File: src/rtl/irqf_pkg.sv
package irqf_pkg;
  typedef enum logic [1:0] {
    SENSE_LOW  = 2'b00,
    SENSE_FALL = 2'b01,
    SENSE_RISE = 2'b10,
    SENSE_BOTH = 2'b11
  } sense_e;

  localparam int unsigned SENSE_W = 2;
endpackage

File: src/rtl/irqf_sync.sv
module irqf_sync #(
  parameter int unsigned W      = 16,
  parameter int unsigned STAGES = 2,
  parameter logic        IDLE   = 1'b1
) (
  input  logic         clk,
  input  logic         rst,
  input  logic [W-1:0] din,
  output logic [W-1:0] dout
);
  logic [W-1:0] stage_q [STAGES];

  always_ff @(posedge clk) begin
    if (rst) begin
      for (int s = 0; s < STAGES; s++) stage_q[s] <= {W{IDLE}};
    end else begin
      stage_q[0] <= din;
      for (int s = 1; s < STAGES; s++) stage_q[s] <= stage_q[s-1];
    end
  end

  assign dout = stage_q[STAGES-1];
endmodule

File: src/rtl/irqf_detect.sv
module irqf_detect
  import irqf_pkg::*;
#(
  parameter int unsigned N = 16
) (
  input  logic                 clk,
  input  logic                 rst,
  input  logic [N-1:0]         lvl,
  input  logic [N*SENSE_W-1:0] sense,
  output logic [N-1:0]         set_evt
);
  logic [N-1:0] prev_q;

  always_ff @(posedge clk) begin
    if (rst) prev_q <= '1;
    else     prev_q <= lvl;
  end

  for (genvar g = 0; g < N; g++) begin : g_line
    sense_e mode;
    logic   fell, rose;
    assign mode = sense_e'(sense[g*SENSE_W +: SENSE_W]);
    assign fell = prev_q[g] & ~lvl[g];
    assign rose = ~prev_q[g] & lvl[g];
    always_comb begin
      unique case (mode)
        SENSE_LOW:  set_evt[g] = ~lvl[g];
        SENSE_FALL: set_evt[g] = fell;
        SENSE_RISE: set_evt[g] = rose;
        default:    set_evt[g] = fell | rose;
      endcase
    end
  end
endmodule

File: src/rtl/irqf_clear_ctl.sv
module irqf_clear_ctl
  import irqf_pkg::*;
#(
  parameter int unsigned N = 16
) (
  input  logic [N-1:0]         lvl,
  input  logic [N*SENSE_W-1:0] sense,
  input  logic [N-1:0]         svc_ack,
  input  logic [N-1:0]         xfer_ack,
  input  logic [N-1:0]         xfer_dis,
  output logic [N-1:0]         hw_clr
);
  for (genvar g = 0; g < N; g++) begin : g_line
    logic level_mode;
    logic svc_ok;
    assign level_mode = (sense_e'(sense[g*SENSE_W +: SENSE_W]) == SENSE_LOW);
    assign svc_ok     = svc_ack[g] & (~level_mode | lvl[g]);
    assign hw_clr[g]  = svc_ok | (xfer_ack[g] & ~xfer_dis[g]);
  end
endmodule

File: src/rtl/irqf_flag_bank.sv
module irqf_flag_bank #(
  parameter int unsigned N = 16
) (
  input  logic         clk,
  input  logic         rst,
  input  logic [N-1:0] set_evt,
  input  logic [N-1:0] hw_clr,
  input  logic         reg_rd,
  input  logic         reg_wr,
  input  logic [N-1:0] reg_wdata,
  output logic [N-1:0] reg_rdata,
  output logic [N-1:0] flags
);
  logic [N-1:0] flag_q, arm_q, rdata_q, sw_clr;

  assign sw_clr = reg_wr ? (arm_q & ~reg_wdata) : '0;

  always_ff @(posedge clk) begin
    if (rst) begin
      flag_q  <= '0;
      arm_q   <= '0;
      rdata_q <= '0;
    end else begin
      flag_q <= set_evt | (flag_q & ~(sw_clr | hw_clr));
      if (reg_wr)      arm_q <= '0;
      else if (reg_rd) arm_q <= arm_q | flag_q;
      if (reg_rd) rdata_q <= flag_q;
    end
  end

  assign flags     = flag_q;
  assign reg_rdata = rdata_q;
endmodule

File: src/rtl/irqf_status_reg.sv
module irqf_status_reg
  import irqf_pkg::*;
#(
  parameter int unsigned N         = 16,
  parameter int unsigned SYNC_STGS = 2
) (
  input  logic                 clk,
  input  logic                 rst,
  input  logic [N-1:0]         irq_pin,
  input  logic [N*SENSE_W-1:0] sense_sel,
  input  logic                 reg_rd,
  input  logic                 reg_wr,
  input  logic [N-1:0]         reg_wdata,
  output logic [N-1:0]         reg_rdata,
  input  logic [N-1:0]         svc_ack,
  input  logic [N-1:0]         xfer_ack,
  input  logic [N-1:0]         xfer_dis,
  output logic [N-1:0]         flags_o
);
  logic [N-1:0] sync_lvl, set_evt, hw_clr;

  irqf_sync #(.W(N), .STAGES(SYNC_STGS), .IDLE(1'b1)) sync_i (
    .clk(clk), .rst(rst), .din(irq_pin), .dout(sync_lvl)
  );

  irqf_detect #(.N(N)) detect_i (
    .clk(clk), .rst(rst), .lvl(sync_lvl), .sense(sense_sel), .set_evt(set_evt)
  );

  irqf_clear_ctl #(.N(N)) clear_i (
    .lvl(sync_lvl), .sense(sense_sel), .svc_ack(svc_ack),
    .xfer_ack(xfer_ack), .xfer_dis(xfer_dis), .hw_clr(hw_clr)
  );

  irqf_flag_bank #(.N(N)) bank_i (
    .clk(clk), .rst(rst), .set_evt(set_evt), .hw_clr(hw_clr),
    .reg_rd(reg_rd), .reg_wr(reg_wr), .reg_wdata(reg_wdata),
    .reg_rdata(reg_rdata), .flags(flags_o)
  );
endmodule

File: config.mk
export PLATFORM = sky130hd
export DESIGN_NAME = irqf_status_reg
export DESIGN_NICKNAME = d
export VERILOG_FILES = /design/src/rtl/irqf_pkg.sv /design/src/rtl/irqf_sync.sv /design/src/rtl/irqf_detect.sv /design/src/rtl/irqf_clear_ctl.sv /design/src/rtl/irqf_flag_bank.sv /design/src/rtl/irqf_status_reg.sv
export SDC_FILE = /design/constraint.sdc
export NUM_CORES = 1
export LEC_CHECK = 0
export ABC_AREA = 1
export CAP_MARGIN = 20
export CORE_MARGIN = 2
export CORE_UTILIZATION = 49
export CTS_BUF_LIST = sky130_fd_sc_hd__clkbuf_2 sky130_fd_sc_hd__clkbuf_4 sky130_fd_sc_hd__clkbuf_8
export DETAILED_ROUTE_END_ITERATION = 6
export DONT_BUFFER_PORTS = 1
export PLACE_DENSITY = 0.67
export SLEW_MARGIN = 20
export SYNTH_ARGS = -nofsm -noshare
export SYNTH_HDL_FRONTEND = slang
export SYNTH_SLANG_ARGS = --single-unit
File: constraint.sdc
create_clock -name clk -period 2.7 [get_ports clk]
set_input_delay 0.27 -clock clk [delete_from_list [all_inputs] [get_ports clk]]
set_output_delay 0.27 -clock clk [all_outputs]
set_load 0.02 [all_outputs]
==> summary.txt <==
Synthesis
  • Avg Synthesized Cell Area: 7.21 um2
  • Synth Instances: 609
  • Seq/Total Area, Yosys: 43.8%
  • Net Count, Synth: 757
  • #FFs+latches synth: 96
  • Synth warnings: 0
  • Distinct cells, synth: 15
  • Mapped cell area: 0.00439 mm2

Placed design
  • Worst slack at placement: 1.57 ns
  • Placer Congestion: 0.796
  • Dpl hpwl: 6.66 mm
  • # port buffers: 0

Setup path
  • CP max stage delay: 0.34 ns
  • Crit path cell chain: inv_1 -> ha_1 -> inv_1 -> nand2_1 -> nand3_1 -> nand2_1 -> a21oi_1
  • Startpoint Class: flop
  • WP data arrival: 1.42 ns
  • Worst setup EP type: flop
  • RR Startpoint: detect_i.prev_q[6]
  • WS Path Type: reg2reg
  • Max Fanout on Critical Path: 2
  • Worst path slowest cell: dfxtp_1
  • CP required: 2.98 ns
  • Critical Path Start: detect_i.prev_q[6]

GRT
  • Number of global-route vias before repair: 3328
  • Largest net degree at the start of global routing: 36
  • Global-route wire length before repair: 15.0 mm
  • GRT met2 Usage: 32.3%
  • Grt ovf: 0
  • Most Crowded Layer GR: met2
  • All-Layer GR Usage: 19.1%
  • Antenna violations before repair: 0
  • Met3 usage: 4.75%
  • Met1 Track Usage GR: 23.6%

Die
  • Initial Util: 50.3%
  • DIE WIDTH: 98.6 um
  • Num ports: 148
  • Area of the die: 0.00973 mm2
  • Core ar.: 0.00872 mm2
  • Floorplan row count: 34
  • Die height: 98.6 um

Pwr
  • Worst vdd ir: 0.000273 V
  • PD cells: 570 mW/mm2
  • Leak: 2.68 nW

Routing
  • Routed vias/inst: 4.72
  • DR vias: 3469
  • Wire length per cell: 12.3 um
  • DRT iter0 DRCs: 72
  • Iteration count of the initial detailed-routing pass: 4
  • Antenna Nets Post-Route: 0
  • WL final: 9.07 mm
  • DRC viols: 0

Clock tree
  • Setup Buffers After CTS: 0
  • CTS tree: done
  • Resize count post-CTS: 0
  • Clock Tree Buf Depth: 2
  • H-tree lvl count: 3
  • CTS clk-pin slew, worst paths: 0.09 ns
  • CTS Sinks: 96
  • Number of CTS-inserted buffers: 9
  • Root buffer cell: clkbuf_8
  • Clock Latency Late Sink: 0.36 ns

STA
  • Final Worst Setup Slack: 1.55 ns
  • Slew @ Worst Pin: 0.402 ns
  • Hold_ws: 0.0192 ns
  • RSZ-0062 raised after global routing: false
  • Final setup fails: 0
  • Slew Limit Fails: 0
  • Setup Skew: 0.0118 ns
  • Max-Slew Margin vs Limit: 73.1%
  • Minimum period implied by the final worst setup slack: 1.15 ns
  • Tcrit/Tclk final: 42.4%
  • Hold Violations, Final: 0
  • Fin Setup TNS: 0 ns
  • Fmax: 873 MHz

Cells and area
  • Final core utilization: 55.3%
  • N_diodes: 0
  • Final nets: 770
  • Layout cells sized above 1: 7.34%
  • Area grow syn2layout: 9.92%
  • Fillcell total: 835

Worst hold path
  • Min-delay src: irq_pin[11]
  • Worst Hold Class: in2reg

Run
  • Maximum capacitance violations: 0

Outcome
  • Status: finished, final reports clean
-- worst max-delay path, delay by kind of cell, from the launching register on --
family          cells  cell delay [ns]
compound gates      1             0.14
flops               1             0.34
buf+inv             2             0.10
simple gates        3             0.21
fa+ha+maj           1             0.28
-- synth_stat cells --
library cell  instances  area [um2]
nor2_1               16        60.1
nor2_4                1        11.3
o21ai_1              16        80.1
or2_1                32         200
inv_1               134         503
dfxtp_1              96        1920
nand3_1              64         320
nand2_1             144         541
clkbuf_1              1        3.75
buf_2                 8        40.0
a21oi_1              32         160
ha_1                 32         400
buf_4                 4        30.0
inv_2                28         105
buf_6                 1        11.3
-- cells in the final DEF (no fill, tap or decap), types with 2 or more instances in the layout --
master / instances
a21oi_1: 32
clkbuf_8: 11
clkinv_4: 2
dfxtp_1: 96
dlygate4sd3_1: 15
ha_1: 32
inv_1: 134
inv_2: 28
nand2_1: 144
nand3_1: 64
nor2_1: 16
o21ai_1: 16
or2_1: 32
-- area by class of cell --
type	instances	area (um2)	area share [%]
multi-input combinational	337	1770	36.8
sequential	96	1920	39.8
inverter	162	608	12.6
timing repair buffer	16	170	3.53
tap	108	135	2.80
clock inverter	5	63.8	1.32
clock buffer	11	151	3.14
-- state kept, by name (all words and copies together), names as in the netlist --
signal            count
bank_i.flags         16
bank_i.reg_rdata     16
bank_i.arm_q         16
sync_i.stage_q       32
detect_i.prev_q      16
-- power by group --
group | switching [mW] | total [mW] | internal, mW
clock network | 0.505 | 0.991 | 0.486
registers | 0.0716 | 1.55 | 1.48
logic | 0.116 | 0.213 | 0.0967
total | 0.693 | 2.75 | 2.06
-- per-stage QoR --
step,cells,total power [mW],instance area [um2]
6_report,735,2.75,4820
2_1_floorplan,609,1.74,4390
3_3_place_gp,703,1.76,4440
4_1_cts,735,2.78,4820
5_1_grt,735,2.89,4820
3_5_place_dp,703,1.77,4440
-- worst paths after layout --
kind / end / cells after the start / slack (ns)
setup / recovery: bank_i.flags[6] / 7 / 1.55
hold / removal: sync_i.stage_q[0][11] / 1 / 0.02
setup reg to reg: bank_i.flags[6] / 7 / 1.55
hold reg to reg: sync_i.stage_q[0][27] / 1 / 0.40
-- what timing repair did --
action                                  CTS  global route
hold buffers                             16             0
endpoints found under the hold margin    47             0
endpoints found under the setup margin    0             0
-- per-layer routing --
layer	up-vias	part of all wire (%)
met4	0	1.3
li1	1821	-
met3	11	5.6
met2	92	48
met5	-	0
met1	1545	45
-- logic make-up after synthesis --
family | after synthesis | share of synthesized area, %
compound gates | 48 | 5.47
fa+ha+maj | 32 | 9.12
buf+inv | 176 | 15.8
simple gates | 257 | 25.8
flops | 96 | 43.8
Power figures use the tool's default switching activity.
